$ cat src/rtl/ids_pkg.sv
package ids_pkg;

    typedef enum logic [1:0] {
        ST_IDLE,
        ST_DISP,
        ST_RET
    } ids_state_e;

    typedef enum logic [1:0] {
        SEL_PCH,
        SEL_PCL,
        SEL_FLG,
        SEL_NONE
    } ids_sel_e;

    // step numbers inside a dispatch
    localparam int STEP_PUSH_H = 0;
    localparam int STEP_PUSH_L = 1;
    localparam int STEP_PUSH_F = 2;
    localparam int STEP_CLEAR  = 3;
    localparam int STEP_VECTOR = 4;

    // step numbers inside a return
    localparam int STEP_POP_F = 0;
    localparam int STEP_POP_L = 1;
    localparam int STEP_POP_H = 2;

endpackage

$ cat src/rtl/ids_fsm.sv
module ids_fsm
    import ids_pkg::*;
#(
    parameter int DISP_CYCLES = 13,
    parameter int RET_CYCLES  = 8
) (
    input  logic     clk,
    input  logic     rst_n,
    input  logic     insn_done,
    input  logic     irq_req,
    input  logic     reti_req,
    input  logic     gie,
    output logic     busy,
    output logic     done,
    output logic     push_en,
    output ids_sel_e push_sel,
    output logic     clr_flags,
    output logic     vec_load,
    output logic     pop_en,
    output ids_sel_e pop_sel
);

    localparam int MAX_CYC = (DISP_CYCLES > RET_CYCLES) ? DISP_CYCLES : RET_CYCLES;
    localparam int CW      = $clog2(MAX_CYC);
    localparam logic [CW-1:0] DISP_LAST = CW'(DISP_CYCLES - 1);
    localparam logic [CW-1:0] RET_LAST  = CW'(RET_CYCLES - 1);

    ids_state_e    state_q, state_d;
    logic [CW-1:0] step_q, step_d;
    logic          take_irq, take_ret;

    assign take_irq = insn_done && irq_req && gie;
    assign take_ret = insn_done && reti_req && !take_irq;

    always_ff @(posedge clk) begin
        if (!rst_n) begin
            state_q <= ST_IDLE;
            step_q  <= '0;
        end else begin
            state_q <= state_d;
            step_q  <= step_d;
        end
    end

    always_comb begin
        state_d = state_q;
        step_d  = step_q;
        unique case (state_q)
            ST_IDLE: begin
                if (take_irq) begin
                    state_d = ST_DISP;
                    step_d  = '0;
                end else if (take_ret) begin
                    state_d = ST_RET;
                    step_d  = '0;
                end
            end
            ST_DISP: begin
                if (step_q == DISP_LAST) begin
                    state_d = ST_IDLE;
                    step_d  = '0;
                end else begin
                    step_d = step_q + 1'b1;
                end
            end
            ST_RET: begin
                if (step_q == RET_LAST) begin
                    state_d = (irq_req && gie) ? ST_DISP : ST_IDLE;
                    step_d  = '0;
                end else begin
                    step_d = step_q + 1'b1;
                end
            end
            default: begin
                state_d = ST_IDLE;
                step_d  = '0;
            end
        endcase
    end

    always_comb begin
        busy      = 1'b0;
        done      = 1'b0;
        push_en   = 1'b0;
        push_sel  = SEL_NONE;
        clr_flags = 1'b0;
        vec_load  = 1'b0;
        pop_en    = 1'b0;
        pop_sel   = SEL_NONE;
        unique case (state_q)
            ST_IDLE: begin
            end
            ST_DISP: begin
                busy = 1'b1;
                done = (step_q == DISP_LAST);
                if (step_q == CW'(STEP_PUSH_H)) begin
                    push_en  = 1'b1;
                    push_sel = SEL_PCH;
                end else if (step_q == CW'(STEP_PUSH_L)) begin
                    push_en  = 1'b1;
                    push_sel = SEL_PCL;
                end else if (step_q == CW'(STEP_PUSH_F)) begin
                    push_en  = 1'b1;
                    push_sel = SEL_FLG;
                end else if (step_q == CW'(STEP_CLEAR)) begin
                    clr_flags = 1'b1;
                end else if (step_q == CW'(STEP_VECTOR)) begin
                    vec_load = 1'b1;
                end
            end
            ST_RET: begin
                busy = 1'b1;
                done = (step_q == RET_LAST);
                if (step_q == CW'(STEP_POP_F)) begin
                    pop_en  = 1'b1;
                    pop_sel = SEL_FLG;
                end else if (step_q == CW'(STEP_POP_L)) begin
                    pop_en  = 1'b1;
                    pop_sel = SEL_PCL;
                end else if (step_q == CW'(STEP_POP_H)) begin
                    pop_en  = 1'b1;
                    pop_sel = SEL_PCH;
                end
            end
            default: begin
            end
        endcase
    end

    // a sequence only begins after a boundary strobe
    a_r1_start_at_boundary: assert property (@(posedge clk) disable iff (!rst_n)
        $rose(busy) |-> $past(insn_done));

    // the dispatch is followed by an idle cycle
    a_r2_idle_after_disp: assert property (@(posedge clk) disable iff (!rst_n)
        (done && state_q == ST_DISP) |=> !busy);

    // a single acknowledge per dispatch
    a_r5_single_ack: assert property (@(posedge clk) disable iff (!rst_n)
        vec_load |=> !vec_load);

    // a dispatch wins over a return at the same boundary
    a_r9_irq_first: assert property (@(posedge clk) disable iff (!rst_n)
        (state_q == ST_IDLE && insn_done && irq_req && gie && reti_req)
            |=> (push_en && push_sel == SEL_PCH));

    // a waiting enabled request chains straight after the return
    a_r7_chain: assert property (@(posedge clk) disable iff (!rst_n)
        (state_q == ST_RET && done && irq_req && gie) |=> (push_en && push_sel == SEL_PCH));

endmodule

$ cat src/rtl/ids_regs.sv
module ids_regs
    import ids_pkg::*;
#(
    parameter int SP_W = 8
) (
    input  logic            clk,
    input  logic            rst_n,
    input  logic            busy,
    input  logic            push_en,
    input  ids_sel_e        push_sel,
    input  logic            pop_en,
    input  ids_sel_e        pop_sel,
    input  logic            clr_flags,
    input  logic            vec_load,
    input  logic [7:0]      irq_vec,
    input  logic            core_pc_we,
    input  logic [15:0]     core_pc_d,
    input  logic            core_flg_we,
    input  logic [7:0]      core_flg_d,
    input  logic [7:0]      stk_rdata,
    output logic            stk_we,
    output logic [SP_W-1:0] stk_addr,
    output logic [7:0]      stk_wdata,
    output logic [SP_W-1:0] sp,
    output logic [15:0]     pc,
    output logic [7:0]      flags
);

    localparam int PC_BYTES = 2;

    logic [SP_W-1:0] sp_q;
    logic [7:0]      flg_q;
    logic            core_ok;

    assign core_ok = !busy;

    always_ff @(posedge clk) begin
        if (!rst_n) begin
            sp_q <= '0;
        end else if (push_en) begin
            sp_q <= sp_q + SP_W'(1);
        end else if (pop_en) begin
            sp_q <= sp_q - SP_W'(1);
        end
    end

    always_ff @(posedge clk) begin
        if (!rst_n) begin
            flg_q <= 8'h00;
        end else if (pop_en && pop_sel == SEL_FLG) begin
            flg_q <= stk_rdata;
        end else if (clr_flags) begin
            flg_q <= 8'h00;
        end else if (core_ok && core_flg_we) begin
            flg_q <= core_flg_d;
        end
    end

    for (genvar g = 0; g < PC_BYTES; g++) begin : g_lane
        localparam ids_sel_e LANE_SEL = (g == 1) ? SEL_PCH : SEL_PCL;
        localparam bit       IS_LOW   = (g == 0);
        logic [7:0] lane_q;
        logic [7:0] vec_byte;

        assign vec_byte = IS_LOW ? irq_vec : 8'h00;

        always_ff @(posedge clk) begin
            if (!rst_n) begin
                lane_q <= 8'h00;
            end else if (pop_en && pop_sel == LANE_SEL) begin
                lane_q <= stk_rdata;
            end else if (vec_load) begin
                lane_q <= vec_byte;
            end else if (core_ok && core_pc_we) begin
                lane_q <= core_pc_d[g*8 +: 8];
            end
        end

        assign pc[g*8 +: 8] = lane_q;
    end

    always_comb begin
        unique case (push_sel)
            SEL_PCH: stk_wdata = pc[15:8];
            SEL_PCL: stk_wdata = pc[7:0];
            SEL_FLG: stk_wdata = flg_q;
            default: stk_wdata = 8'h00;
        endcase
    end

    assign stk_we   = push_en;
    assign stk_addr = pop_en ? (sp_q - SP_W'(1)) : sp_q;
    assign sp       = sp_q;
    assign flags    = flg_q;

    // each push moves the pointer up by one
    a_r3_push_step: assert property (@(posedge clk) disable iff (!rst_n)
        stk_we |=> sp == $past(sp) + SP_W'(1));

    // each pop moves the pointer down by one
    a_r6_pop_step: assert property (@(posedge clk) disable iff (!rst_n)
        pop_en |=> sp == $past(sp) - SP_W'(1));

    // no stack writes while idle
    a_r10_no_idle_write: assert property (@(posedge clk) disable iff (!rst_n)
        !busy |-> !stk_we);

    // core loads do not reach the PC while a sequence runs
    a_r8_pc_held: assert property (@(posedge clk) disable iff (!rst_n)
        (busy && !pop_en && !vec_load) |=> pc == $past(pc));

endmodule

$ cat src/rtl/irq_dispatch_seq.sv
module irq_dispatch_seq
    import ids_pkg::*;
#(
    parameter int DISP_CYCLES = 13,
    parameter int RET_CYCLES  = 8,
    parameter int SP_W        = 8
) (
    input  logic            clk,
    input  logic            rst_n,
    input  logic            insn_done,
    input  logic            reti_req,
    input  logic            irq_req,
    input  logic [7:0]      irq_vec,
    output logic            irq_ack,
    input  logic            core_pc_we,
    input  logic [15:0]     core_pc_d,
    input  logic            core_flg_we,
    input  logic [7:0]      core_flg_d,
    output logic            stk_we,
    output logic [SP_W-1:0] stk_addr,
    output logic [7:0]      stk_wdata,
    input  logic [7:0]      stk_rdata,
    output logic [SP_W-1:0] sp,
    output logic [15:0]     pc,
    output logic [7:0]      flags,
    output logic            busy,
    output logic            done
);

    logic     push_en, pop_en, clr_flags, vec_load;
    ids_sel_e push_sel, pop_sel;

    ids_fsm #(
        .DISP_CYCLES (DISP_CYCLES),
        .RET_CYCLES  (RET_CYCLES)
    ) fsm_i (
        .clk       (clk),
        .rst_n     (rst_n),
        .insn_done (insn_done),
        .irq_req   (irq_req),
        .reti_req  (reti_req),
        .gie       (flags[0]),
        .busy      (busy),
        .done      (done),
        .push_en   (push_en),
        .push_sel  (push_sel),
        .clr_flags (clr_flags),
        .vec_load  (vec_load),
        .pop_en    (pop_en),
        .pop_sel   (pop_sel)
    );

    ids_regs #(
        .SP_W (SP_W)
    ) regs_i (
        .clk         (clk),
        .rst_n       (rst_n),
        .busy        (busy),
        .push_en     (push_en),
        .push_sel    (push_sel),
        .pop_en      (pop_en),
        .pop_sel     (pop_sel),
        .clr_flags   (clr_flags),
        .vec_load    (vec_load),
        .irq_vec     (irq_vec),
        .core_pc_we  (core_pc_we),
        .core_pc_d   (core_pc_d),
        .core_flg_we (core_flg_we),
        .core_flg_d  (core_flg_d),
        .stk_rdata   (stk_rdata),
        .stk_we      (stk_we),
        .stk_addr    (stk_addr),
        .stk_wdata   (stk_wdata),
        .sp          (sp),
        .pc          (pc),
        .flags       (flags)
    );

    assign irq_ack = vec_load;

    // flags are already cleared when the vector is taken
    a_r4_flags_zero: assert property (@(posedge clk) disable iff (!rst_n)
        irq_ack |-> flags == 8'h00);

    // the PC points into the vector page after the acknowledge
    a_r5_vector_pc: assert property (@(posedge clk) disable iff (!rst_n)
        irq_ack |=> pc == {8'h00, $past(irq_vec)});

endmodule

$ cat config.mk
export PLATFORM = sky130hd
export DESIGN_NAME = irq_dispatch_seq
export DESIGN_NICKNAME = d
export VERILOG_FILES = /design/src/rtl/ids_pkg.sv /design/src/rtl/ids_fsm.sv /design/src/rtl/ids_regs.sv /design/src/rtl/irq_dispatch_seq.sv
export SDC_FILE = /design/constraint.sdc
export NUM_CORES = 1
export LEC_CHECK = 0
export CORE_MARGIN = 2
export CORE_UTILIZATION = 40
export CTS_CLUSTER_DIAMETER = 50
export DETAILED_ROUTE_END_ITERATION = 7
export GPL_ROUTABILITY_DRIVEN = 0
export MAX_ROUTING_LAYER = met4
export PLACE_DENSITY = 0.81
export SLEW_MARGIN = 20
export SYNTH_ARGS = -nofsm -noshare
export SYNTH_HDL_FRONTEND = slang
export SYNTH_SLANG_ARGS = --single-unit
$ cat constraint.sdc
create_clock -name clk -period 2.4 [get_ports clk]
set_clock_uncertainty 0.2 [all_clocks]
set_input_delay 0.24 -clock clk [delete_from_list [all_inputs] [get_ports clk]]
set_output_delay 0.24 -clock clk [all_outputs]
set_load 0.03 [all_outputs]
Word-level counts from Yosys, hierarchy flattened

Index checks and enable logic that the tools add are counted.

Register bits after elaboration: 38
Bits of input ports: 47
Output and inout port bits: 52
Word-level logic and storage cells: 94

Add/subtract/negate cells: 3
Equal/unequal tests: 15
Muxes and demuxes: 49
Reduce and logical (&&, ||, !) cells: 21

Operator list:

| cell                  | number |
|---|---|
| $mux W8               | 11 |
| $pmux W8 S3           | 1 |
| $mux W2               | 11 |
| $mux W1               | 19 |
| $mux W4               | 4 |
| $pmux W4 S3           | 1 |
| $logic_and A1 B1 Y1   | 10 |
| $reduce_bool A3 Y1    | 3 |
| $add A8 B1 Y8 const B | 1 |
| $eq A4 B2 Y1 const B  | 2 |
| $eq A4 B3 Y1 const B  | 2 |
| $sub A8 B1 Y8 const B | 1 |
| $eq A2 B1 Y1 const B  | 3 |
| $eq A2 B2 Y1 const B  | 3 |
| $logic_not A2 Y1      | 3 |
| $pmux W2 S3           | 1 |
| $add A4 B1 Y4 const B | 1 |
| $eq A4 B1 Y1 const B  | 1 |
| $eq A4 B4 Y1 const B  | 1 |
| $logic_not A4 Y1      | 1 |
| $ne A2 B1 Y1 const B  | 2 |
| $ne A3 B1 Y1 const B  | 1 |
| $reduce_and A3 Y1     | 1 |
| $logic_not A1 Y1      | 2 |
| 2 further kinds       | 2 |

Depth between registers and ports, before layout

Gate-level depths: netlist of run 1.

Word-level depth: 9
Gate-level depth with buffers: 9
Depth with buffers taken out: 7

Modules after synthesis

A second synthesis of run 1 with hierarchy kept.

Cell total of the unflattened synthesis: 307
Area, all modules: 2536.2 µm²

By module, submodules not included:

| module   | instances | cells each | area an instance (µm²) | seq. area each (µm²) |
|---|---|---|---|---|
| ids_regs | 1         | 234        | 1981.9                 | 640.6 |
| ids_fsm  | 1         | 73         | 554.3                  | 120.1 |

Worst setup path after synthesis of run 1

OpenSTA, ideal clock, no wires.

Kind: reg-to-output
Start: register fsm_i.step_q[0]
End: output port stk_addr[0]
Data arrival time: 2.051 ns
Required time: 1.960 ns
Slack: -0.091 ns
Cell stages (with the launch flop): 9
Buffers on the path: 3
Cell sequence: dfxtp_1 -> inv_1 -> ha_1 -> buf_6 -> or3_4 -> buf_6 -> and2_4 -> buf_6 -> xnor2_1

Cells in the longest elaborated chain, start to end: 6
Elaborated cells between the ends (all ways): 8
Classes of those cells: eq/ne (2); mux (5); reduce/logical (1)

RTL lines:

| what                   | line                   | text |
|---|---|---|
| start, declared        | ids_fsm.sv:29          | `logic [CW-1:0] step_q, step_d;` |
| start signal, assigned | ids_fsm.sv:41          | `step_q <= step_d;` |
| $eq A4 B2 Y1           | ids_fsm.sv:120         | `end else if (step_q == CW'(STEP_POP_H)) begin` |
| $mux W1                | ids_fsm.sv:120         |  |
| $mux W1                | -                      |  |
| $mux W1 *              | -                      |  |
| $mux W1 *              | ids_fsm.sv:90          | `unique case (state_q)` |
| $mux W8 *              | -                      |  |
| end, declared          | irq_dispatch_seq.sv:20 | `output logic [SP_W-1:0] stk_addr,` |

Mark *: on every way between the ends. The rest lies on a longest branch, timed or not.

Worst setup path in the final report of run 1

Start: register fsm_i.state_q[1]
End: output port stk_wdata[3]

Cells in the longest elaborated chain, start to end: 4
Elaborated cells between the ends (all ways): 6
Classes of those cells: eq/ne (3); mux (2); reduce/logical (1)

RTL lines:

| what                                 | line                   | text |
|---|---|---|
| start, declared                      | ids_fsm.sv:28          | `ids_state_e state_q, state_d;` |
| start signal, assigned               | ids_fsm.sv:40          | `state_q <= state_d;` |
| $eq A2 B1 Y1 *                       | ids_fsm.sv:90          |  |
| $mux W2 *                            | ids_fsm.sv:90          |  |
| $eq A2 B2 Y1 (tied with other cells) | ids_regs.sv:83         | `unique case (push_sel)` |
| $pmux W8 S3 *                        | ids_regs.sv:83         |  |
| end, declared                        | irq_dispatch_seq.sv:21 | `output logic [7:0] stk_wdata,` |

Marks and branches as above.

==> metrics, run 1 <==
run status=finished with violations; violated checks=negative setup slack; Initial Util=41.4%; first-pass GRT wire length=12700 microns; Final ANT Viol Nets=0; fin crit share=101%; WL/cell=16.4 microns; fin util=62.9%; FMAX=414 MHz; Syn Std Cell Area=0.00263 sq mm; Fin. Hold Viols=0; Tightest Pin Transition=0.535 ns; Rel. slew slack=64.2%; Vias=2907; Die Ht=85.0 microns; crit end category=output pin; Finished Cell Area=0.00399 sq mm; commonest non-fill, non-tap cell in the layout=clkdlybuf4s50_1; # port buffers=98; post-synthesis area per instance=7.98 sq um; clk root buf=clkbuf_8; crit path DAT=1.98 ns; Post-Route WL=8330 microns; syn_nets=385; Reg clk slew, reported paths=0.08 ns; asr flop ratio synth=0%; I/O pins=99; core box area=0.00635 sq mm; Vias per Instance=5.71; Mapped Cells=329; startpoint types=flop; PwrDens=1130 mW/mm^2; Post-synth top flop=dfxtp_1; Post-synth EDFFs=0; CTS H-tree lvls=2; Synth Register Bits=38; initial antenna violation count=0; met1 wire length=3580 microns; area delta synth->final=52.0%; n_diodes=0; largest net degree at the start of global routing=26; DP Worst Slack=0.0862 ns; Seq/Total Area, Yosys=29.0%; DR iter-0 viols=290; crit path max fanout=8; Hold Crit Class=reg2reg; DR WL met3=512 microns; DR top layer=met4; gr ovfl total=0; Overall Global Routing Usage=22.3%; clk_lat worst skew=0.30 ns; CP Data Required Time=1.96 ns; WS Path Type=reg2out; synth warn=0; hold slack=0.294 ns; WL met2=4000 microns; placed insts=488; Final setup violation count=1; most frequent cells in the layout=clkdlybuf4s50_1, nand2_1, buf_4; CTS tree=yes; Cell Rows=29; Slew Viols, Final=0; Worst VDD drop=0.681 mV; Die X=85.0 microns; DRC=0; Tmin final=2.42 ns; final critical-path setup slack=-0.0182 ns; Non-Filler Instances=509; clock buffer depth=2; Reg2Reg Setup Slack=0.14 ns; DP Area=0.00363 sq mm; vias in the first global route=2565; Max Cap Viol=0; RSZ-0062 raised after global routing=yes; fraction of layout cells with a size suffix above 1=21.1%; leakage power=0.00168 uW; total CTS buffers=5; hpwl dp=5980 microns; clock sink count=38; library cells used by synthesis=50; Initial DRT Pass Iterations=5; # nets final=487; die area=0.00723 sq mm
[cells in the mapped netlist, drive strengths merged (2+ instances only)]
| cell type | count | share of area (%) |
|---|---|---|
| nor4bb | 2 | 0.76 |
| a21boi | 20 | 5.9 |
| or3 | 2 | 0.67 |
| nand2 | 41 | 5.9 |
| nand4b | 2 | 0.67 |
| mux2i | 12 | 4.6 |
| o21a | 2 | 0.57 |
| nor4b | 2 | 0.67 |
| buf | 15 | 3.6 |
| and2 | 7 | 1.8 |
| and3 | 3 | 0.71 |
| and3b | 2 | 0.67 |
| nor2b | 4 | 0.95 |
| ha | 9 | 4.3 |
| a211o | 9 | 3.0 |
| o311a | 8 | 3.0 |
| mux2 | 8 | 3.4 |
| nor2 | 24 | 3.4 |
| nand4 | 3 | 0.71 |
| nor3b | 4 | 1.3 |
| a222oi | 8 | 3.0 |
| nand2b | 5 | 1.2 |
| xnor2 | 8 | 2.7 |
| a21oi | 9 | 1.7 |
| dfxtp | 38 | 29 |
| o21ai | 17 | 3.2 |
| nor3 | 5 | 0.95 |
| clkbuf | 13 | 1.9 |
| inv | 18 | 2.6 |
| nand3 | 18 | 3.4 |
[worst max-delay path, stage by stage (launching register included)]
cell	delay, ns
dfxtp_4	0.36
inv_4	0.04
ha_4	0.16
nor3b_4	0.16
and3b_2	0.29
a222oi_1	0.42
inv_1	0.10
buf_6	0.15
[worst paths after layout]
| kind | from | endpoint | cells past startpoint |
|---|---|---|---|
| hold / removal | fsm_i.state_q[0]$_SDFFE_PN0P_ | fsm_i.state_q[0]$_SDFFE_PN0P_ | 2 |
| setup reg to reg | fsm_i.step_q[1]$_SDFFE_PN0P_ | regs_i.flags[4]$_SDFFE_PN0P_ | 7 |
| hold reg to reg | fsm_i.state_q[0]$_SDFFE_PN0P_ | fsm_i.state_q[0]$_SDFFE_PN0P_ | 2 |
| setup / recovery | fsm_i.state_q[1]$_SDFFE_PN0P_ | stk_wdata[3] | 7 |
[state kept, by name, summed over array words and instances (netlist names)]
| name | cells |
|---|---|
| regs_i.g_lane.lane_q | 16 |
| regs_i.flags | 8 |
| regs_i.sp | 8 |
| fsm_i.step_q | 4 |
| fsm_i.state_q | 2 |
[kinds of logic (layout without fill, tap and decap cells)]
family | after synthesis | after routing | synth area share (%)
compound gates | 80 | 80 | 22.9
simple gates | 128 | 129 | 25.2
fa+ha+maj | 9 | 9 | 4.29
mux | 20 | 20 | 8.00
xor+xnor | 8 | 8 | 2.67
flops | 38 | 38 | 29.0
buf+inv | 46 | 148 | 8.00
[through the flow]
| step | total power, uW | TNS [ns] |
|---|---|---|
| 6_report | 4530 | -0.0182 |
| 5_1_grt | 4760 | -0.388 |
| 4_1_cts | 4320 | -0.176 |
| 3_5_place_dp | 3740 | 0 |
| 3_3_place_gp | 3690 | 0 |
| 2_1_floorplan | 2800 | 0 |
[layout make-up]
| cell class | count | area (sq um) |
|---|---|---|
| timing repair buffer | 122 | 1150 |
| sequential | 38 | 774 |
| tap | 77 | 96.3 |
| clock inverter | 3 | 45.0 |
| inverter | 18 | 72.6 |
| clock buffer | 5 | 68.8 |
| multi-input combinational | 246 | 1780 |
| fill | 521 | 2360 |
[where the power goes]
part / internal (uW) / switching [uW] / total [uW] / leakage (uW)
combinational: 1340 / 1550 / 2890 / 0.00131
sequential: 819 / 254 / 1070 / 0.000316
clock: 309 / 256 / 566 / 0.0000504
total: 2470 / 2060 / 4530 / 0.00168
[layer usage]
layer | vias up | global-route usage [%]
met4 | 0 | 6.20
met5 | - | -
met3 | 25 | 3.21
li1 | 1389 | -
met1 | 1357 | 29.6
met2 | 136 | 35.4
[timing repair]
action / 4_1_cts / 5_1_grt
gates cloned: 0 / 1
gates resized for setup: 13 / 32
hold buffers: 0 / 0
setup buffers: 1 / 11
pin swaps: 6 / 8
endpoints found under the hold margin: 0 / 0
setup endpoints to repair: 18 / 17
No activity file was read; power rests on OpenSTA's default activity.
==> inputs of run 2 (changes only) <==
CORE_MARGIN = 5   (was 2)
CTS_CLUSTER_DIAMETER = unset   (was 50)
clock period = 2.1 ns   (was 2.4 ns; I/O delays follow)
==> metrics, run 2 (synthesis gave the netlist of run 1 again) <==
crit-path max cell delay=0.40 ns (-0.02 ns); Reg2Reg Setup Slack=0 ns (-0.14 ns); clock buffer depth=2 (unchanged); clk_lat worst skew=0.30 ns (about the same); # nets final=504 (+3.5%); DRC=0 (unchanged); FMAX=425 MHz; WS Path Type=reg2out; gr ovfl total=0 (unchanged); Die X=91.0 microns (+7.1%); FF+latch area=776 sq um (+0.16%); Die Ht=91.0 microns (+7.1%); area occupied by multi-input gates=0.00197 sq mm (+10%); area delta synth->final=67.8%; n_diodes=0 (unchanged); Fin. Hold Viols=0 (unchanged); Tmin final=2.35 ns; Worst Hold Path EP=fsm_i.state_q[0]$_SDFFE_PN0P_; RSZ-0062 raised after global routing=yes; first-pass GRT wire length=14700 microns (+16%); # port buffers=98 (unchanged); total power=5880 uW (+30%); Cell Rows=29 (unchanged); crit-path leading delay family=simple AND/OR/NAND/NOR gates; I/O pins=99 (unchanged); fraction of layout cells with a size suffix above 1=28.1% (+7.0 points); core box area=0.00639 sq mm (+0.57%); DR iter-0 viols=271 (-6.6%); clk root buf=clkbuf_8; clock sink count=38 (unchanged); DP Worst Slack=-0.0225 ns (-0.109 ns); run status=finished with violations; Pint=3220 uW (+30%); die area=0.00829 sq mm (+15%); fill cell count=483 (-7.3%); Max Cap Viol=0 (unchanged); cell mode on critical path=buf_6; Hold Crit Class=reg2reg; vias in the first global route=2881 (+12%); final critical-path setup slack=-0.254 ns (-0.236 ns); Worst Hold Launch=fsm_i.state_q[0]$_SDFFE_PN0P_; crit path max fanout=7 (-1); hold slack=0.318 ns (+0.0239 ns); violated checks=negative setup slack; crit path DAT=1.94 ns (-0.04 ns); crit path max-delay cell type=or3_4; hold path depth=2 (unchanged); Vias=2991 (+2.9%); Reg clk slew, reported paths=0.08 ns (about the same); Rel. slew slack=64.2% (-0.094 points); Reg power frac=20.5% (-3.2 points); Overall Global Routing Usage=22.2% (-0.13 points); Slew Viols, Final=0 (unchanged); startpoint types=flop; fin crit share=112%; Worst R2R Path Depth=7 (unchanged); RR Endpoint=fsm_i.step_q[3]$_SDFFE_PN0P_; Clk pwr share=9.2% (-3.3 points); WP buf/inv=3 (unchanged); CTS tree=yes; most frequent cells in the layout=clkdlybuf4s50_1, nand2_1, buf_4; sw frac=45.1% (-0.28 points); Final setup violation count=20 (+19); Initial Util=41.1% (-0.23 points); initial antenna violation count=0 (unchanged); leakage power=0.00186 uW (+11%); Final ANT Viol Nets=0 (unchanged); Post-Route WL=9500 microns (+14%); Tightest Pin Transition=0.537 ns (+0.00140 ns); Vias per Instance=5.69 (-0.44%); total CTS buffers=5 (unchanged); commonest non-fill, non-tap cell in the layout=clkdlybuf4s50_1; crit end category=output pin; Reg with most FFs=regs_i.g_lane.lane_q; Reg-to-Reg Start=fsm_i.step_q[0]$_SDFFE_PN0P_; Cell Chain, Critical Path=inv_4, ha_4, or3_4, and2_4, buf_6, xnor2_4, buf_6; hold_buf cts=0 (unchanged); Psw=2650 uW (+29%); WL/cell=18.1 microns (+10%); Initial DRT Pass Iterations=5 (unchanged); max reg flops=16 (unchanged); largest net degree at the start of global routing=40 (+54%); hpwl dp=6830 microns (+14%); combinational share of power=70.3% (+6.5 points); CP Data Required Time=1.69 ns (-0.27 ns); Stages on worst setup path=7 (unchanged); Worst VDD drop=1.48 mV (+120%); CTS H-tree lvls=2 (unchanged); PwrDens=1330 mW/mm^2 (+17%); fin util=69.0% (+6.2 points)
==> run 2: cell types whose count changed in the layout (fill, tap and decap cells not counted), moves of 2 or more <==
cell,delta
ha_2,+2
nand2_4,+4
dfxtp_2,-2
nand2_1,-5
inv_1,-3
xnor2_1,-5
inv_2,+3
xnor2_4,+7
buf_12,+3
xnor2_2,-2
buf_6,+17
==> run 2: final cells by class <==
cell class / instances / area share, %
clock buffers: 6 / 1.87
clock inverters: 2 / 0.284
inverters: 18 / 1.65
multi-input cells: 245 / 44.6
flip-flops and latches: 38 / 17.6
well taps: 77 / 2.19
repair buffers: 140 / 31.8
==> run 2: repair_timing <==
action | 4_1_cts | 5_1_grt
pin swaps | 17 | 8
setup endpoints to repair | 23 | 26
resized for setup | 42 | 13
gates cloned | 0 | 1
setup buffers | 4 | 6
==> run 2: power by group through the flow <==
stage / logic (uW) / registers [uW] / clock network [uW]
after floorplan: 2340 / 1480 / 0
after global placement: 3820 / 1190 / 0
after detailed placement: 3880 / 1210 / 0
after CTS: 4080 / 1200 / 548
after global routing: 4390 / 1230 / 574
final: 4130 / 1210 / 541
==> run 2: worst max-delay path by stage <==
| stage | startpoint | end | slack [ns] |
|---|---|---|---|
| after detailed placement | fsm_i.step_q[0]$_SDFFE_PN0P_ | stk_wdata[0] | -0.02 |
| after floorplan | regs_i.sp[3]$_SDFF_PN0_ | stk_addr[7] | 0.003 |
| after global routing | fsm_i.step_q[0]$_SDFFE_PN0P_ | stk_addr[0] | -0.31 |
| after CTS | fsm_i.step_q[1]$_SDFFE_PN0P_ | stk_addr[0] | -0.26 |
| final | fsm_i.step_q[0]$_SDFFE_PN0P_ | stk_addr[0] | -0.25 |
| after global placement | fsm_i.step_q[0]$_SDFFE_PN0P_ | stk_addr[0] | 0.01 |
==> run 2: metal layers <==
metal  vias up  global-route usage (%)  part of all wire (%)
met2       140                    36.3                    50
met4         0                    7.33                   1.9
met5         -                       -                     0
met3        16                    4.30                   8.6
met1      1408                    27.3                    40
li1       1427                       -                     -
==> run 2: metrics by stage <==
step / setup TNS [ns] / instances / cell area (sq um)
after floorplan: 0 / 329 / 2880
after global placement: 0 / 507 / 4020
after detailed placement: -0.0322 / 507 / 4020
after CTS: -3.09 / 519 / 4290
after global routing: -4.91 / 526 / 4410
final: -3.10 / 526 / 4410
==> run 2: worst register-to-register path: stages (launching register included) <==
cell and delay, ns:
dfxtp_4 0.38, buf_4 0.12, ha_1 0.23, nor4bb_1 0.48, nor3_1 0.14, buf_4 0.17
o21ai_1 0.20, a21oi_1 0.06
